$ cat src/rtl/drw_pkg.sv
package drw_pkg;

    // Bit positions of the configuration word; the DMA engine decodes these.
    localparam int RXB_LSB  = 8;
    localparam int TXB_LSB  = 10;
    localparam int RXS_LSB  = 12;
    localparam int TXS_LSB  = 16;
    localparam int GAP_LSB  = 20;
    localparam int GINC_BIT = 23;
    localparam int SIZE_W   = 4;

    typedef struct packed {
        logic              gap_inc;
        logic [2:0]        gap_cnt;
        logic [SIZE_W-1:0] tx_size;
        logic [SIZE_W-1:0] rx_size;
        logic [1:0]        tx_burst;
        logic [1:0]        rx_burst;
    } dma_cfg_t;

    function automatic dma_cfg_t decode_cfg(input logic [31:0] w);
        dma_cfg_t c;
        c.rx_burst = w[RXB_LSB +: 2];
        c.tx_burst = w[TXB_LSB +: 2];
        c.rx_size  = w[RXS_LSB +: SIZE_W];
        c.tx_size  = w[TXS_LSB +: SIZE_W];
        c.gap_cnt  = w[GAP_LSB +: 3];
        c.gap_inc  = w[GINC_BIT];
        return c;
    endfunction

endpackage

$ cat src/rtl/drw_cfg.sv
module drw_cfg
    import drw_pkg::*;
#(
    parameter int MIN_FIELD = 2
) (
    input  logic     clk,
    input  logic     rst_n,
    input  logic     cfg_wr,
    input  logic [31:0] cfg_wdata,
    input  logic     sts_wr,
    input  logic     sts_wdata,
    output dma_cfg_t cfg,
    output logic     err
);

    typedef struct packed {
        dma_cfg_t cfg;
        logic     err;
    } cfg_state_t;

    cfg_state_t st_d, st_q;
    dma_cfg_t   cand;
    logic       too_small;

    always_comb begin
        st_d      = st_q;
        cand      = decode_cfg(cfg_wdata);
        too_small = (cand.rx_size < SIZE_W'(MIN_FIELD)) ||
                    (cand.tx_size < SIZE_W'(MIN_FIELD));
        if (sts_wr && sts_wdata) begin
            st_d.err = 1'b0;
        end
        if (cfg_wr) begin
            if (too_small) begin
                st_d.err = 1'b1;
            end else begin
                st_d.cfg = cand;
            end
        end
    end

    always_ff @(posedge clk or negedge rst_n) begin
        if (!rst_n) begin
            st_q             <= '0;
            st_q.cfg.rx_size <= SIZE_W'(MIN_FIELD);
            st_q.cfg.tx_size <= SIZE_W'(MIN_FIELD);
        end else begin
            st_q <= st_d;
        end
    end

    assign cfg = st_q.cfg;
    assign err = st_q.err;

endmodule

$ cat src/rtl/drw_ring_ptr.sv
module drw_ring_ptr #(
    parameter int AW = 32,
    parameter int SW = 7
) (
    input  logic          clk,
    input  logic          rst_n,
    input  logic          base_wr,
    input  logic [AW-1:0] base_wdata,
    input  logic          adv,
    input  logic          eor,
    input  logic [SW-1:0] stride,
    output logic [AW-1:0] ptr,
    output logic [AW-1:0] base
);

    typedef struct packed {
        logic [AW-1:0] base;
        logic [AW-1:0] ptr;
    } ring_state_t;

    ring_state_t st_d, st_q;

    always_comb begin
        st_d = st_q;
        if (base_wr) begin
            st_d.base = base_wdata;
            st_d.ptr  = base_wdata;
        end else if (adv) begin
            st_d.ptr = eor ? st_q.base : st_q.ptr + AW'(stride);
        end
    end

    always_ff @(posedge clk or negedge rst_n) begin
        if (!rst_n) begin
            st_q <= '0;
        end else begin
            st_q <= st_d;
        end
    end

    assign ptr  = st_q.ptr;
    assign base = st_q.base;

endmodule

$ cat src/rtl/desc_ring_walker.sv
module desc_ring_walker
    import drw_pkg::*;
#(
    parameter int AW             = 32,
    parameter int UNIT_BYTES     = 8,
    parameter int MIN_DESC_BYTES = 16,
    localparam int SW            = $clog2(((1 << SIZE_W) - 1) * UNIT_BYTES + 1)
) (
    input  logic          clk,
    input  logic          rst_n,
    input  logic          cfg_wr,
    input  logic [31:0]   cfg_wdata,
    input  logic          sts_wr,
    input  logic          sts_wdata,
    input  logic          rx_base_wr,
    input  logic          tx_base_wr,
    input  logic [AW-1:0] base_wdata,
    input  logic          rx_adv,
    input  logic          rx_eor,
    input  logic          tx_adv,
    input  logic          tx_eor,
    output logic [AW-1:0] rx_ptr,
    output logic [AW-1:0] tx_ptr,
    output logic [SW-1:0] rx_stride,
    output logic [SW-1:0] tx_stride,
    output logic [1:0]    rx_burst,
    output logic [1:0]    tx_burst,
    output logic [2:0]    ifg_cnt,
    output logic          ifg_inc,
    output logic          cfg_err
);

    localparam int MIN_FIELD = (MIN_DESC_BYTES + UNIT_BYTES - 1) / UNIT_BYTES;
    localparam int NRING     = 2;  // index 0 receive, 1 transmit

    dma_cfg_t      cfg;
    logic          base_wr_v [NRING];
    logic          adv_v     [NRING];
    logic          eor_v     [NRING];
    logic [SW-1:0] stride_v  [NRING];
    logic [AW-1:0] ptr_v     [NRING];
    logic [AW-1:0] base_v    [NRING];

    drw_cfg #(.MIN_FIELD(MIN_FIELD)) u_cfg (
        .clk       (clk),
        .rst_n     (rst_n),
        .cfg_wr    (cfg_wr),
        .cfg_wdata (cfg_wdata),
        .sts_wr    (sts_wr),
        .sts_wdata (sts_wdata),
        .cfg       (cfg),
        .err       (cfg_err)
    );

    assign stride_v[0]  = SW'(cfg.rx_size) * SW'(UNIT_BYTES);
    assign stride_v[1]  = SW'(cfg.tx_size) * SW'(UNIT_BYTES);
    assign base_wr_v[0] = rx_base_wr;
    assign base_wr_v[1] = tx_base_wr;
    assign adv_v[0]     = rx_adv;
    assign adv_v[1]     = tx_adv;
    assign eor_v[0]     = rx_eor;
    assign eor_v[1]     = tx_eor;

    for (genvar g = 0; g < NRING; g++) begin : g_ring
        drw_ring_ptr #(.AW(AW), .SW(SW)) u_ring (
            .clk        (clk),
            .rst_n      (rst_n),
            .base_wr    (base_wr_v[g]),
            .base_wdata (base_wdata),
            .adv        (adv_v[g]),
            .eor        (eor_v[g]),
            .stride     (stride_v[g]),
            .ptr        (ptr_v[g]),
            .base       (base_v[g])
        );
    end

    assign rx_ptr    = ptr_v[0];
    assign tx_ptr    = ptr_v[1];
    assign rx_stride = stride_v[0];
    assign tx_stride = stride_v[1];
    assign rx_burst  = cfg.rx_burst;
    assign tx_burst  = cfg.tx_burst;
    assign ifg_cnt   = cfg.gap_cnt;
    assign ifg_inc   = cfg.gap_inc;

endmodule

$ cat config.mk
export PLATFORM = sky130hd
export DESIGN_NAME = desc_ring_walker
export DESIGN_NICKNAME = d
export VERILOG_FILES = /design/src/rtl/drw_pkg.sv /design/src/rtl/drw_cfg.sv /design/src/rtl/drw_ring_ptr.sv /design/src/rtl/desc_ring_walker.sv
export SDC_FILE = /design/constraint.sdc
export NUM_CORES = 1
export LEC_CHECK = 0
export BUFFER_PORTS_ARGS = -buffer_cell sky130_fd_sc_hd__buf_4
export CORE_MARGIN = 5
export CORE_UTILIZATION = 30
export CTS_CLUSTER_SIZE = 14
export DETAILED_ROUTE_END_ITERATION = 10
export PLACE_DENSITY = 0.58
export SYNTH_ARGS = -nofsm -noshare
export SYNTH_HDL_FRONTEND = slang
export SYNTH_SLANG_ARGS = --single-unit
$ cat constraint.sdc
create_clock -name clk -period 2.85 [get_ports clk]
set_input_delay 0 -clock clk [delete_from_list [all_inputs] [get_ports clk]]
set_output_delay 0 -clock clk [all_outputs]
set_load 0.02 [all_outputs]
After elaboration in Yosys (flattened, before gate mapping)
Index checks and enable logic that the tools add are counted.
Word-level totals
  register bits after elaboration: 145
  input bits: 75
  output and inout port bits: 87
  word-level logic and storage cells: 30
Cells by class
  add/sub/neg operators: 2
  magnitude comparators: 2
  mux-type cells: 9
  bitwise operators: 1
  reductions and logical operators: 5
Operators by type and width (number)
  32-bit 2-to-1 mux: 6
  32-bit by 7-bit adder with 32-bit output: 2
  4-bit by 2-bit less-than comparator with 1-bit output, second input constant: 2
  2-bit nonzero test: 2
  1-bit 2-to-1 mux: 3
  2-bit AND reduction: 1
  1-bit logical AND: 1
  1-bit logical OR: 1
  1-bit inverter: 1

Logic depth before layout (Yosys ltp)
  depth in word-level cells: 4
  gate-level depth with buffers: 9
  gate-level depth less buffers: 8

Cells and area by module
Synthesis repeated with hierarchy kept, for this count alone.
Second synthesis, totals
  cell total of the unflattened synthesis: 899
  area, all modules: 8353.0 µm²
By module, submodules not included
  drw_ring_ptr: times used 2, cells an instance 425, area an instance 3793.6 µm², seq. area each 1601.5 µm²
  drw_cfg: times used 1, cells an instance 42, area an instance 716.9 µm², seq. area each 427.9 µm²
  desc_ring_walker: times used 1, cells an instance 7, area an instance 48.8 µm², seq. area each 0.0 µm²

Worst setup path after synthesis
OpenSTA, ideal clock, no wires.
  path kind: flip-flop to flip-flop
  start: register g_ring[0].u_ring.st_q, in the netlist g_ring[0].u_ring.ptr[3]
  end: register g_ring[0].u_ring.st_q, in the netlist g_ring[0].u_ring.ptr[31]
  setup time: 0.142 ns
  data arrival time: 2.115 ns
  required time: 2.708 ns
  path slack: 0.592 ns
  cell stages (with the launch flop): 9
  buffers on the path: 0
  period minus slack after synthesis: 2.258 ns
  cells stage by stage: dfrtp_1 -> ha_1 -> inv_1 -> fa_1 -> nand2b_1 -> a211o_1 -> nor4_1 -> xnor2_1 -> o221ai_1
On the way
  cells in the longest elaborated chain, start to end: 4
Ends and longest elaborated chain
  from (decl): line drw_ring_ptr.sv:21  | ring_state_t st_d, st_q;
  from (signal assigned): line drw_ring_ptr.sv:37  | st_q <= st_d;
  32-bit by 7-bit adder with 32-bit output: line drw_ring_ptr.sv:29  | st_d.ptr = eor ? st_q.base : st_q.ptr + AW'(stride);
  32-bit 2-to-1 mux: line drw_ring_ptr.sv:29
  32-bit 2-to-1 mux: line drw_ring_ptr.sv:28  | end else if (adv) begin
  32-bit 2-to-1 mux: line drw_ring_ptr.sv:25  | if (base_wr) begin
Every way passes these cells. The select of a mux whose other input is x is not followed.
A chain may end at the register's enable or synchronous reset.

Worst setup path in the final report
  start: register g_ring[1].u_ring.st_q, in the netlist g_ring[1].u_ring.ptr[6]
  end: register g_ring[1].u_ring.st_q, in the netlist g_ring[1].u_ring.ptr[24]
On the way
  cells in the longest elaborated chain, start to end: 4
Ends and longest elaborated chain (line)
  from (decl): drw_ring_ptr.sv:21
  from (signal assigned): drw_ring_ptr.sv:37
  32-bit by 7-bit adder with 32-bit output: drw_ring_ptr.sv:29
  32-bit 2-to-1 mux: drw_ring_ptr.sv:29
  32-bit 2-to-1 mux: drw_ring_ptr.sv:28
  32-bit 2-to-1 mux: drw_ring_ptr.sv:25
Every way passes these cells. The select of a mux whose other input is x is not followed.

==> results.py <==
metrics = {
    "logic_synthesis": {
        "synth_top_area_cell": "dfrtp_1",
        "synth_area_leaders": "dfrtp_1 (47%), o21ai_0 (5.7%), o221ai_1 (5.0%)",
        "ys_seq_area_frac": 0.481,
        "synth-seq-cells": 145,
        "synthDistinctLibCells": 60,
        "yosys-mux-area-fraction": 0.0436,
        "synth_cells": 812,
        "syn_avg_cell_area_sq_um": 9.29,
        "synth-compound-area-share": 0.179,
        "synthAdderAreaFrac": 0.0186,
        "yosys.area.top_type_share": 0.475,
        "async_flop_share": 1.00,
        "synth-edff-count": 0,
        "synthSimpleGateAreaFrac": 0.153,
        "synth_flop_cell": "dfrtp_1",
        "synth_xor_area_frac": 0.0511,
        "synth_area_sq_um": 7540,
        "yosys_warnings": 0,
        "synth_top_family_by_area": "compound AO/OA/AOI/OAI gates",
    },
    "clock_network": {
        "htreeDepth": 4,
        "clockRootBuffer": "clkbuf_16",
        "postCtsResizedCells": 0,
        "cts_tree": "done",
        "clk_pin_slew_ns": 0.07,
        "cts_buffers": 17,
        "clock_latency_ns": 0.43,
        "cts_num_sinks": 145,
        "cts.path.max_buffers": 2,
    },
    "floorplanning": {
        "core-area_sq_um": 25000,
        "start_util": 0.302,
        "die_area_sq_um": 28400,
        "ios": 162,
        "fp.dieW_um": 169,
        "die_y_um": 169,
        "rows": 58,
    },
    "timing": {
        "rsz0062_at_grt": "no",
        "setup_viol": 0,
        "finalSetupTns_ns": 0,
        "clock_skew_ns": 0.00904,
        "fmax_ghz": 0.388,
        "maxSlewViolCount": 0,
        "hold_viol_final": 0,
        "period_needed_ns": 2.58,
        "holdWs_ns": 0.0417,
        "max_slew.worst_pin.slew_ns": 1.21,
        "fin_crit_sh": 0.905,
        "relSlewSlack": 0.191,
    },
    "flow_run": {
        "drv_cap": 0,
    },
    "worst_hold_path": {
        "holdPathStages": 4,
        "worstHoldStart": "tx_eor",
        "hp-class": "input port to flop",
        "hold_path_end": "g_ring[1].u_ring.ptr[4]",
    },
    "placed_design": {
        "dpl_cell_area_sq_um": 8900,
        "numPortBuffers": 139,
        "placed_cells_incl_taps": 1243,
        "gp_congestion": 0.781,
        "place_hpwl_um": 16000,
    },
    "setup_path": {
        "r2r-start": "g_ring[1].u_ring.ptr[6]",
        "criticalPathCategory": "flop to flop",
        "timing.rr.end": "g_ring[1].u_ring.ptr[24]",
        "r2r_cells": 6,
        "crit_path_max_fanout": 11,
        "crit_path_end_kind": "flop",
        "arrival_ns": 2.85,
        "required_ns": 3.12,
        "r2r_slack_ns": 0.27,
        "crit_path_start_kind": "flop",
    },
    "detailed_routing": {
        "wl_per_cell_um": 17.5,
        "drc": 0,
        "drtIter0Drc": 465,
        "routed_via_density": 4.98,
        "routed_wl_um": 23300,
        "ant_nets": 0,
        "drt_first_pass_iters": 5,
        "dr_total_vias": 6613,
    },
    "cells_and_area": {
        "stdcell_count": 1329,
        "final_cell_area_sq_um": 10000,
        "final_nets": 1070,
        "utilization": 0.401,
        "layout-area-overhead-vs-synth_pct": 32.8,
        "drive_gt1_frac": 0.216,
        "n_fill_cell": 2530,
    },
    "power_and_ir_drop": {
        "leakage_uw": 0.00448,
        "power_density_nw_per_um2": 607,
        "p_comb_frac": 0.221,
        "power.switching_uw": 1900,
        "swShare": 0.313,
        "seq_power_share": 0.409,
        "power.internal_uw": 4170,
        "vdd_drop_max_v": 0.000373,
        "power_frac_clock": 0.369,
    },
    "grt": {
        "overflow": 0,
        "antenna_found_initial": 1,
        "grt_pass1_vias": 6650,
        "grtUsageTotal": 0.165,
        "grt_pass1_wl_um": 37400,
        "grt_max_degree": 67,
    },
    "run_status": {
        "outcome": "completed",
    },
}
-- critical path, cell delays in order, from the launching register on --
cell and delay (ns):
dfrtp_1 0.40, ha_1 0.37, nand3_1 0.09, o22ai_1 0.91, nand4b_1 0.30, xor2_1 0.21, o221ai_1 0.13
-- cells by family after synthesis --
kind of cell / Yosys count
AOI/OAI and AO/OA: 217
xor gates and xnor gates: 44
adders and majority gates: 10
buffers and inverters: 138
DFF: 145
muxes: 30
other: 1
and+or+nand+nor: 227
-- cell type report --
class,instances,area [sq um],share of cell area
Tap cell,330,413,0.0412
Timing Repair Buffer,207,1700,0.170
Clock buffer,19,443,0.0442
Clock inverter,13,138,0.0137
Multi-Input combinational cell,534,3390,0.338
Inverter,80,300,0.0300
Antenna cell,1,2.50,0.000250
Sequential cell,145,3630,0.363
-- power groups by stage --
stage          logic [uW]  clock network (uW)  registers (uW)
3_3_place_gp         1290                   0            2510
5_1_grt              1490                2360            2520
3_5_place_dp         1300                   0            2520
4_1_cts              1370                2280            2480
6_report             1350                2250            2490
2_1_floorplan         595                   0            2640
-- routing by layer --
| metal | global-route usage | vias up | routed length [um] |
|---|---|---|---|
| met5 | 0 | - | 0 |
| met4 | 0.0346 | 0 | 210 |
| met3 | 0.0544 | 15 | 1760 |
| met2 | 0.258 | 177 | 10700 |
| met1 | 0.225 | 3208 | 10600 |
| li1 | - | 3213 | - |
-- sequential cells by signal, summed over array words and instances, names as in the netlist --
name	count
g_ring.u_ring.ptr	64
u_cfg.err	1
g_ring.u_ring.base	64
u_cfg.cfg	16
-- through the flow --
stage	worst slack, ns	power (uW)
6_report	0.271	6080
5_1_grt	0.0805	6370
4_1_cts	0.275	6140
3_5_place_dp	0.308	3820
3_3_place_gp	0.267	3800
2_1_floorplan	0.592	3230
-- how the worst max path moves through the flow --
stage                                        from                        to  slack, ns
after floorplan           g_ring[0].u_ring.ptr[3]  g_ring[0].u_ring.ptr[31]       0.59
after global placement    g_ring[1].u_ring.ptr[6]  g_ring[1].u_ring.ptr[24]       0.27
after detailed placement  g_ring[1].u_ring.ptr[6]  g_ring[1].u_ring.ptr[24]       0.31
after CTS                 g_ring[1].u_ring.ptr[6]  g_ring[1].u_ring.ptr[24]       0.27
after global routing      g_ring[1].u_ring.ptr[6]  g_ring[1].u_ring.ptr[24]       0.08
final                     g_ring[1].u_ring.ptr[6]  g_ring[1].u_ring.ptr[24]       0.27
-- synth_stat cells, types with 2 or more instances --
master / number
o21ai_0: 86
nor2b_1: 5
a311oi_1: 4
o211ai_1: 4
nand4_1: 23
a211oi_1: 3
and3_1: 31
a22oi_1: 2
clkbuf_1: 45
fa_1: 2
nand3_1: 20
xor2_1: 31
xnor2_1: 13
buf_1: 3
nor3_1: 32
o21bai_1: 2
a21oi_1: 55
nor2_1: 17
mux2_2: 23
and4_1: 3
nor4_1: 2
or3_1: 2
dfrtp_1: 143
nand2b_1: 2
buf_4: 8
o221ai_1: 43
ha_1: 8
buf_2: 2
nand2_1: 81
inv_1: 78
dfstp_2: 2
mux2i_1: 7
a221oi_1: 2
a22o_1: 2
-- cell usage in the layout (no fill, tap or decap), types with 4 or more instances in the layout --
| master | n |
|---|---|
| nor2b_1 | 5 |
| a311oi_1 | 4 |
| xnor2_1 | 13 |
| nand2_1 | 81 |
| nor3_1 | 32 |
| mux2i_1 | 7 |
| o211ai_1 | 4 |
| nor2_1 | 17 |
| dfrtp_1 | 143 |
| xor2_1 | 31 |
| buf_4 | 152 |
| dlygate4sd3_1 | 53 |
| conb_1 | 6 |
| clkinvlp_4 | 6 |
| mux2_2 | 23 |
| o221ai_1 | 43 |
| inv_1 | 78 |
| a21oi_1 | 55 |
| o21ai_0 | 86 |
| nand4_1 | 23 |
| nand3_1 | 20 |
| and3_1 | 31 |
| ha_1 | 8 |
| clkbuf_16 | 17 |
-- what timing repair did --
item                                   CTS  global route
hold buffers                            53             0
endpoints found under the hold margin  197             0
setup buffers                            0             0
Power figures use the tool's default switching activity.
